<file path="config.mk">
export PLATFORM = sky130hd
export DESIGN_NAME = dma_admit_top
export DESIGN_NICKNAME = d
export VERILOG_FILES = /design/src/rtl/dma_adm_pkg.sv /design/src/rtl/dma_adm_width_dec.sv /design/src/rtl/dma_adm_rules.sv /design/src/rtl/dma_adm_fifo.sv /design/src/rtl/dma_admit_top.sv
export SDC_FILE = /design/constraint.sdc
export NUM_CORES = 1
export LEC_CHECK = 0
export CAP_MARGIN = 20
export CORE_UTILIZATION = 63
export CTS_BUF_LIST = sky130_fd_sc_hd__clkbuf_8
export CTS_CLUSTER_SIZE = 40
export DETAILED_ROUTE_END_ITERATION = 6
export HOLD_SLACK_MARGIN = 0.12
export PLACE_DENSITY_LB_ADDON = 0.05
export SYNTH_ARGS = -nofsm -noshare
export SYNTH_HDL_FRONTEND = slang
export SYNTH_SLANG_ARGS = --single-unit
export TNS_END_PERCENT = 100
</file>
<file path="constraint.sdc">
create_clock -name clk -period 9.7 [get_ports clk]
set_clock_uncertainty 0.2 [all_clocks]
set_input_delay 2.425 -clock clk [delete_from_list [all_inputs] [get_ports clk]]
set_output_delay 2.425 -clock clk [all_outputs]
set_load 0.02 [all_outputs]
</file>
<file path="src/rtl/dma_adm_pkg.sv">
package dma_adm_pkg;
  typedef enum logic [2:0] {
    ST_OK        = 3'd0,
    ST_FAIL      = 3'd1,
    ST_BAD_WIDTH = 3'd2,
    ST_BAD_LEN   = 3'd3,
    ST_BAD_OP    = 3'd4,
    ST_BAD_STEP  = 3'd5,
    ST_FULL      = 3'd6
  } adm_status_e;

  localparam int OP_W    = 3;
  localparam int STEP_W  = 2;
  localparam int WIDTH_W = 5;

  localparam logic [OP_W-1:0]   OP_SWAP     = 3'd2;
  localparam logic [OP_W-1:0]   OP_REVERSE  = 3'd3;
  localparam logic [OP_W-1:0]   OP_LIMIT    = 3'd4;
  localparam logic [STEP_W-1:0] STEP_FIXDST = 2'd1;
  localparam logic [STEP_W-1:0] STEP_FIXSRC = 2'd2;
  localparam logic [STEP_W-1:0] STEP_FIXALL = 2'd3;
endpackage

</file>
<file path="src/rtl/dma_adm_width_dec.sv">
module dma_adm_width_dec
  import dma_adm_pkg::*;
(
  input  logic [WIDTH_W-1:0] code,
  output logic               code_ok,
  output logic               src_burst,
  output logic               dst_burst
);
  always_comb begin
    code_ok   = (code < 5'd16);
    src_burst = (code >= 5'd12) && (code <= 5'd15);
    dst_burst = ((code >= 5'd9) && (code <= 5'd11)) || (code == 5'd15);
  end
endmodule

</file>
<file path="src/rtl/dma_adm_rules.sv">
module dma_adm_rules
  import dma_adm_pkg::*;
#(
  parameter int LEN_W   = 17,
  parameter int MAX_LEN = 65536
) (
  input  logic               armed,
  input  logic [OP_W-1:0]    op,
  input  logic [STEP_W-1:0]  step,
  input  logic               width_ok,
  input  logic               src_burst,
  input  logic               dst_burst,
  input  logic [LEN_W-1:0]   len,
  input  logic               q_full,
  output adm_status_e        status
);
  localparam logic [LEN_W-1:0] LEN_MAX = LEN_W'(MAX_LEN);

  logic op_bad, step_bad, width_bad, len_bad, word_op;

  always_comb begin
    op_bad    = (op >= OP_LIMIT);
    step_bad  = (step == STEP_FIXALL);
    width_bad = !width_ok
              || (dst_burst && (step == STEP_FIXDST))
              || (src_burst && (step == STEP_FIXSRC));
    word_op   = (op == OP_SWAP) || (op == OP_REVERSE);
    len_bad   = (len == '0) || (len > LEN_MAX) || (word_op && (len[1:0] != 2'b00));
  end

  always_comb begin
    if (!armed)         status = ST_FAIL;
    else if (op_bad)    status = ST_BAD_OP;
    else if (step_bad)  status = ST_BAD_STEP;
    else if (width_bad) status = ST_BAD_WIDTH;
    else if (len_bad)   status = ST_BAD_LEN;
    else if (q_full)    status = ST_FULL;
    else                status = ST_OK;
  end
endmodule

</file>
<file path="src/rtl/dma_adm_fifo.sv">
module dma_adm_fifo #(
  parameter int DW    = 8,
  parameter int DEPTH = 16
) (
  input  logic                         clk,
  input  logic                         rst,
  input  logic                         push,
  input  logic [DW-1:0]                wdata,
  input  logic                         pop,
  output logic [DW-1:0]                rdata,
  output logic [$clog2(DEPTH+1)-1:0]   count,
  output logic                         full,
  output logic                         empty
);
  localparam int PTR_W = (DEPTH > 1) ? $clog2(DEPTH) : 1;
  localparam int CNT_W = $clog2(DEPTH+1);
  localparam logic [PTR_W-1:0] LAST = PTR_W'(DEPTH-1);

  logic [DW-1:0]    mem [DEPTH];
  logic [PTR_W-1:0] wr_ptr, rd_ptr;
  logic             do_push, do_pop;

  assign full    = (count == CNT_W'(DEPTH));
  assign empty   = (count == '0);
  assign do_push = push && !full;
  assign do_pop  = pop && !empty;
  assign rdata   = mem[rd_ptr];

  always_ff @(posedge clk) begin
    if (do_push) mem[wr_ptr] <= wdata;
  end

  always_ff @(posedge clk) begin
    if (rst) begin
      wr_ptr <= '0;
      rd_ptr <= '0;
      count  <= '0;
    end else begin
      if (do_push) wr_ptr <= (wr_ptr == LAST) ? '0 : wr_ptr + 1'b1;
      if (do_pop)  rd_ptr <= (rd_ptr == LAST) ? '0 : rd_ptr + 1'b1;
      case ({do_push, do_pop})
        2'b10:   count <= count + 1'b1;
        2'b01:   count <= count - 1'b1;
        default: count <= count;
      endcase
    end
  end
endmodule

</file>
<file path="src/rtl/dma_admit_top.sv">
module dma_admit_top
  import dma_adm_pkg::*;
#(
  parameter int AW      = 32,
  parameter int DEPTH   = 16,
  parameter int LEN_W   = 17,
  parameter int MAX_LEN = 65536,
  localparam int CNT_W  = $clog2(DEPTH+1)
) (
  input  logic               clk,
  input  logic               rst,
  input  logic               arm,
  input  logic               req_valid,
  input  logic [AW-1:0]      req_src,
  input  logic [AW-1:0]      req_dst,
  input  logic [LEN_W-1:0]   req_len,
  input  logic [2:0]         req_op,
  input  logic [1:0]         req_step,
  input  logic [4:0]         req_width,
  output logic               resp_valid,
  output logic [2:0]         resp_status,
  input  logic               deq_ready,
  output logic               q_valid,
  output logic [AW-1:0]      q_src,
  output logic [AW-1:0]      q_dst,
  output logic [LEN_W-1:0]   q_len,
  output logic [2:0]         q_op,
  output logic [1:0]         q_step,
  output logic [4:0]         q_width,
  output logic [CNT_W-1:0]   pend_count
);
  localparam int DW = 2*AW + LEN_W + OP_W + STEP_W + WIDTH_W;

  logic        armed;
  logic        w_ok, s_burst, d_burst;
  logic        q_full, q_empty, push;
  adm_status_e verdict;
  logic [DW-1:0] wdata, rdata;

  always_ff @(posedge clk) begin
    if (rst)      armed <= 1'b0;
    else if (arm) armed <= 1'b1;
  end

  dma_adm_width_dec u_wdec (
    .code      (req_width),
    .code_ok   (w_ok),
    .src_burst (s_burst),
    .dst_burst (d_burst)
  );

  dma_adm_rules #(.LEN_W(LEN_W), .MAX_LEN(MAX_LEN)) u_rules (
    .armed     (armed),
    .op        (req_op),
    .step      (req_step),
    .width_ok  (w_ok),
    .src_burst (s_burst),
    .dst_burst (d_burst),
    .len       (req_len),
    .q_full    (q_full),
    .status    (verdict)
  );

  assign push  = req_valid && (verdict == ST_OK);
  assign wdata = {req_src, req_dst, req_len, req_op, req_step, req_width};

  dma_adm_fifo #(.DW(DW), .DEPTH(DEPTH)) u_fifo (
    .clk   (clk),
    .rst   (rst),
    .push  (push),
    .wdata (wdata),
    .pop   (deq_ready),
    .rdata (rdata),
    .count (pend_count),
    .full  (q_full),
    .empty (q_empty)
  );

  assign q_valid = !q_empty;
  assign {q_src, q_dst, q_len, q_op, q_step, q_width} = rdata;

  always_ff @(posedge clk) begin
    if (rst) begin
      resp_valid  <= 1'b0;
      resp_status <= ST_OK;
    end else begin
      resp_valid  <= req_valid;
      resp_status <= req_valid ? verdict : ST_OK;
    end
  end
endmodule

</file>
* Word-level counts from Yosys, hierarchy flattened *
Memory sizes are Yosys's and may differ from the RTL's. A register that Yosys moved wholly into a read port is not among the register bits.
Index checks and enable logic that the tools add are counted.
W data, S select, Z words.

storage, ports and cells
  register bits after elaboration = 18
  memory bits (writable) = 1456
  bits of input ports = 96
  output and inout port bits = 101
  logic and storage cells = 66
  memories kept = 1

operators by class
  $add $sub $neg = 4
  order comparisons = 7
  equality and inequality tests = 11
  muxes and demuxes = 13
  bitwise gates (word level) = 1
  reductions and logical operators = 23

memory list
  name        depth  width  read ports  clocked after memory_dff  write ports  RTL line            source
  u_fifo.mem  16     91     1           1                         1            dma_adm_fifo.sv:19  logic [DW-1:0] mem [DEPTH];

operator list
  kind                    count
  $mux W3                 6
  $gt A17 B17 Y1 const B  1
  $logic_not A17 Y1       1
  $mux W4                 4
  $ge A5 B4 Y1 const B    2
  $le A5 B4 Y1 const B    2
  $pmux W5 S2             1
  $add A4 B1 Y4 const B   2
  $eq A4 B4 Y1 const B    2
  $logic_and A1 B1 Y1     8
  $eq A2 B2 Y1 const B    3
  $eq A3 B2 Y1 const B    2
  $logic_or A1 B1 Y1      6
  $add A5 B1 Y5 const B   1
  $eq A5 B4 Y1 const B    1
  $eq A5 B5 Y1 const B    1
  $logic_not A5 Y1        1
  $lt A5 B5 Y1 const B    1
  $sub A5 B1 Y5 const B   1
  $eq A2 B1 Y1 const B    2
  $reduce_bool A2 Y1      2
  $ge A3 B3 Y1 const B    1
  $logic_not A1 Y1        3
  $logic_not A3 Y1        1
  3 further kinds         4

* Depth between registers and ports, before layout *
  depth after elaboration = 15
  mapped depth = 14
  mapped depth without buffers = 13

* Hierarchy *
From an unflattened synthesis, not the netlist that was laid out.

second synthesis, totals
  cell total of the unflattened synthesis = 2173
  area total of the unflattened synthesis = 56043.8 sq um

by module, submodules not included
  module             instances  cells an instance  area an instance (sq um)  sequential area each (sq um)
  dma_adm_fifo       1          2133               55690.9                   44062.3
  dma_admit_top      1          12                 161.4                     100.1
  dma_adm_rules      1          23                 158.9                     0.0
  dma_adm_width_dec  1          5                  32.5                      0.0

* Worst setup path after synthesis *
Ideal clock, no wire load.

  path type = input-to-reg
  from = input req_len[1]
  to = memory u_fifo.mem[7][0] (netlist bit), enable pin
  library setup time = 524 ps
  data arrival time = 7080 ps
  required time = 8976 ps
  slack = 1896 ps
  stages on the path = 6
  path buffers = 1
  cells stage by stage = or2_2 > a21boi_0 > mux2i_1 > nor3_4 > clkbuf_2 > nor3b_2

on the way
  longest elaborated chain between the ends = 13
  elaborated cells between the ends (all ways) = 16
  classes of those cells = 1 x order compare; 7 x mux; 8 x reduce/logical

RTL lines
  what                                                              RTL line             source
  start, declared                                                   dma_admit_top.sv:16  input logic [LEN_W-1:0] req_len,
  $gt A17 B17 Y1, or another cell as far along                      dma_adm_rules.sv:28  len_bad = (len == '0) || (len > LEN_MAX) || (word_op && (len[1:0] != 2'b00));
  $logic_or A1 B1 Y1 / $logic_and A1 B1 Y1 (equally long branches)  dma_adm_rules.sv:28
  $logic_or A1 B1 Y1 (*)                                            dma_adm_rules.sv:28
  $mux W3 (*)                                                       dma_adm_rules.sv:36  else if (len_bad) status = ST_BAD_LEN;
  $mux W3 (*)                                                       dma_adm_rules.sv:35  else if (width_bad) status = ST_BAD_WIDTH;
  $mux W3 (*)                                                       dma_adm_rules.sv:34  else if (step_bad) status = ST_BAD_STEP;
  $mux W3 (*)                                                       dma_adm_rules.sv:33  else if (op_bad) status = ST_BAD_OP;
  $mux W3 (*)                                                       dma_adm_rules.sv:32  if (!armed) status = ST_FAIL;
  $logic_not A3 Y1 (*)                                              dma_admit_top.sv:64  assign push = req_valid && (verdict == ST_OK);
  $logic_and A1 B1 Y1 (*)                                           dma_admit_top.sv:64
  $logic_and A1 B1 Y1 (*)                                           dma_adm_fifo.sv:25   assign do_push = push && !full;
  $mux W1 (*)                                                       dma_adm_fifo.sv:30   if (do_push) mem[wr_ptr] <= wdata;
  $mux W1 (not written as such) (*)                                 dma_adm_fifo.sv:30
  end, declared                                                     dma_adm_fifo.sv:19

Every way passes the cells marked *; elsewhere a longest branch is shown, timed or not.

==> run_results.csv <==
group,metric,value,unit
placement,port_buffers,196,
timing,setup_viol,0,
route,dr_wl_met3,8.37,mm
clocking,cts_sinks,1478,
clocking,htreeDepth,4,
logic_synthesis,yosysSeqAreaShare,78.8,%
finish,fin_nets,2628,
run_status,status,"completed",
logic_synthesis,synth_top_family_by_area,"multiplexers",
clocking,cts_tree,"built",
critical_path,end_kind,"output port",
clocking,cts_buffer_depth,3,
route,num_vias,25100,
finish,area_delta_synth_final,13.2,%
logic_synthesis,yosysTopAreaCell,"edfxtp_1",
power,power_frac_seq,59.2,%
logic_synthesis,ys_ff_latch,1478,
critical_path,crit_required,7.08,ns
placement,gp_congestion,0.789,
timing,hold_viol,0,
logic_synthesis,synth_top_cell_area_share,78.0,%
timing,slew_viol_final,0,
critical_path,r2r-start,"u_fifo.count[0]$_SDFFE_PP0P_",
clocking,cts_resized,0,
route,routed_wl,116,mm
logic_synthesis,synthMostInstantiatedCell,"edfxtp_1",
logic_synthesis,synth_xor_area_share,0.0469,%
power,ir_drop,0.000146,V
placement,dp_hpwl,60.2,mm
min_path,worstHoldPathType,"flop to flop",
logic_synthesis,ys_warn_count,0,
critical_path,r2r_slack,5.66,ns
route,routed_via_density,6.52,
timing,timing.hold.ws,0.312,ns
logic_synthesis,synth_top_flop_cell,"edfxtp_1",
grt,overflow,0,
critical_path,criticalPathCategory,"flop to output port",
clocking,ctsRootBufferMaster,"clkbuf_8",
route,ant_nets,0,
floorplanning,core_area,87400,µm²
grt,antenna_found_initial,8,
clocking,cts_buffers,221,
route,highest_layer,"met5",
logic_synthesis,synthesis.nets,2280,
route,wl_per_cell,30.1,µm
route,drtPass1Iterations,5,
logic_synthesis,avgSynthCellArea,25.8,µm²
run,max-cap-violations,0,
critical_path,worstRegToRegCells,6,
floorplanning,die_w,300,µm
floorplanning,initial_core_util,64.1,%
timing,fmaxAchievable,0.141,GHz
logic_synthesis,synthMuxAreaShare,18.6,%
logic_synthesis,synth_top_cells_by_area,"edfxtp_1, mux4_2, mux4_1",
power,comb_power_share,2.1,%
critical_path,worstReg2RegEnd,"u_fifo.mem[9][59]$_DFFE_PP_",
timing,finalCritPeriodShare,73.1,%
route,routed-wl-met2,56.9,mm
timing,layout_min_cycle_time,7.09,ns
logic_synthesis,syn_area,56000,µm²
power,p_switching,2.38,mW
power,p_int,9.48,mW
logic_synthesis,synthArstFlopShare,0,%
power,swShare,20.1,%
clocking,clk_pin_slew_worst_paths,0.06,ns
logic_synthesis,synth-simple-area-share,0.793,%
grt,grtUsageTotal,26.7,%
timing,relSlewSlack,22.5,%
clocking,post_cts_buffers,0,
finish,drive_gt1_share,27.7,%
logic_synthesis,synth_edf_count,1456,
floorplanning,die_area,90100,µm²
clocking,clock_latency,0.85,ns
logic_synthesis,synth_compound_area_share,0.342,%
logic_synthesis,synthCells,2174,
floorplanning,die_h,300,µm
critical_path,worstPathArrival,4.46,ns
timing,tightest_slew,1.16,ns
placement,placed_cell_area,59400,µm²
clocking,hold_buffers,0,
route,route.detailed.drc,0,
floorplanning,io-pin-count,197,
power,p_per_area,187,nW/µm²
critical_path,start_kind,"flop",
floorplanning,rows,108,
logic_synthesis,yosysUniqueCellTypes,51,
route,drt_iter0_drc,2511,
timing,rsz0062_at_grt,"no",
timing,setup_tns,0,ns
power,p_leak,19.2,nW
grt,grt_max_degree,137,
route,wl_met1,48.6,mm
logic_synthesis,synth_fa_ha_area_share,0.237,%
grt,grt_pass1_wl,172,mm
min_path,whs_path_depth,2,
power,pwr-share-clk,38.7,%
min_path,min-delay-start,"u_fifo.rd_ptr[3]$_SDFFE_PP0P_",
logic_synthesis,synthTopCellsByCount,"edfxtp_1, mux4_2, clkbuf_1",
grt,grt_pass1_vias,26400,
critical_path,worst-path-max-fanout,35,
finish,stdcell_area,63400,µm²
## metal layers
layer | vias up | GRT usage [%]
met4 | 10 | 6.94
met1 | 13500 | 40.0
met3 | 158 | 5.40
met5 | - | 0
met2 | 1150 | 41.3
li1 | 10300 | -
## state kept, by name, indices dropped and copies added (netlist names), named ones only
name           flops
u_fifo.mem      1456
u_fifo.count       5
u_fifo.rd_ptr      4
u_fifo.wr_ptr      4
resp_status        3
armed              1
resp_valid         1
## critical path: stages (launching register included)
cell	delay, ns
dfxtp_4	0.70
buf_4	0.65
buf_4	0.51
mux4_2	0.59
mux4_2	0.51
clkdlybuf4s50_1	0.56
## through the flow
| stage | utilization (%) | power [mW] | setup slack (ns) | cells |
|---|---|---|---|---|
| 6_report | 72.5 | 11.9 | 2.61 | 3851 |
| 3_5_place_dp | 67.9 | 7.40 | 2.51 | 3453 |
| 4_1_cts | 72.5 | 12.0 | 2.44 | 3845 |
| 2_1_floorplan | - | 7.25 | 1.90 | 2174 |
| 3_3_place_gp | 67.9 | 7.39 | 2.62 | 3453 |
| 5_1_grt | 72.5 | 12.2 | 2.31 | 3849 |
## cells by family (layout without fill, tap and decap cells)
group	Yosys count	in the layout
AO/OA/AOI/OAI	30	30
XOR/XNOR	3	3
adder cells (fa/ha/maj)	10	10
buffers and inverters	116	633
flip-flops	1478	1478
multiplexers	461	461
other	0	5
AND/OR/NAND/NOR	76	76
## power groups by stage
stage | registers (mW) | clock network, mW | logic (mW)
2_1_floorplan | 7.15 | 0 | 0.0955
3_3_place_gp | 7.15 | 0 | 0.240
3_5_place_dp | 7.15 | 0 | 0.251
4_1_cts | 7.02 | 4.68 | 0.251
5_1_grt | 7.02 | 4.95 | 0.267
6_report | 7.02 | 4.59 | 0.249
## cells in the final DEF, fill, tap and decap left out, types with 2 or more instances in the layout
cell type,netlist,final
clkbuf_8,0,234
nor2b_1,9,9
clkinv_1,0,66
and4_1,3,2
a211oi_1,2,2
dfxtp_4,0,4
nor3_1,2,2
a21oi_1,11,11
clkinv_2,0,14
clkinvlp_4,0,5
diode_2,0,5
xor2_1,2,2
o21ai_0,4,4
edfxtp_1,1456,1456
inv_1,8,75
nand2b_1,3,3
dfxtp_1,22,18
a21o_1,2,2
buf_12,0,14
mux4_1,30,30
and3_1,14,2
mux2i_1,4,4
buf_4,30,22
nor4_1,4,4
nand4_1,3,3
clkdlybuf4s50_1,0,196
nand2_1,12,12
bufinv_16,0,6
nor2_1,14,14
mux2_2,2,2
and3_4,0,12
mux4_2,425,425
o31ai_1,3,3
ha_1,9,9
## worst max-delay path by stage
stage                           start                      endpoint  slack [ns]  depth (start not counted)
final                            flop                     q_dst[11]        2.61                          5
after global routing             flop                     q_dst[11]        2.31                          5
after CTS                        flop                     q_dst[11]        2.44                          5
after detailed placement  req_len[13]  u_fifo.mem[15][83]$_DFFE_PP_        2.51                          7
after global placement    req_len[13]  u_fifo.mem[15][12]$_DFFE_PP_        2.62                          7
after floorplan            req_len[1]    u_fifo.mem[7][0]$_DFFE_PP_        1.90                          6
## area by class of cell
type                       instances  area, µm²
clock buffer                     234       3220
sequential                      1478      44200
clock inverter                   158        787
fill                            4851      24000
inverter                           8       30.0
timing repair buffer             233       2430
tap                             1155       1450
antenna                            5       12.5
multi-input combinational        580      11300
Note: power is estimated with default switching activity, not from simulation.
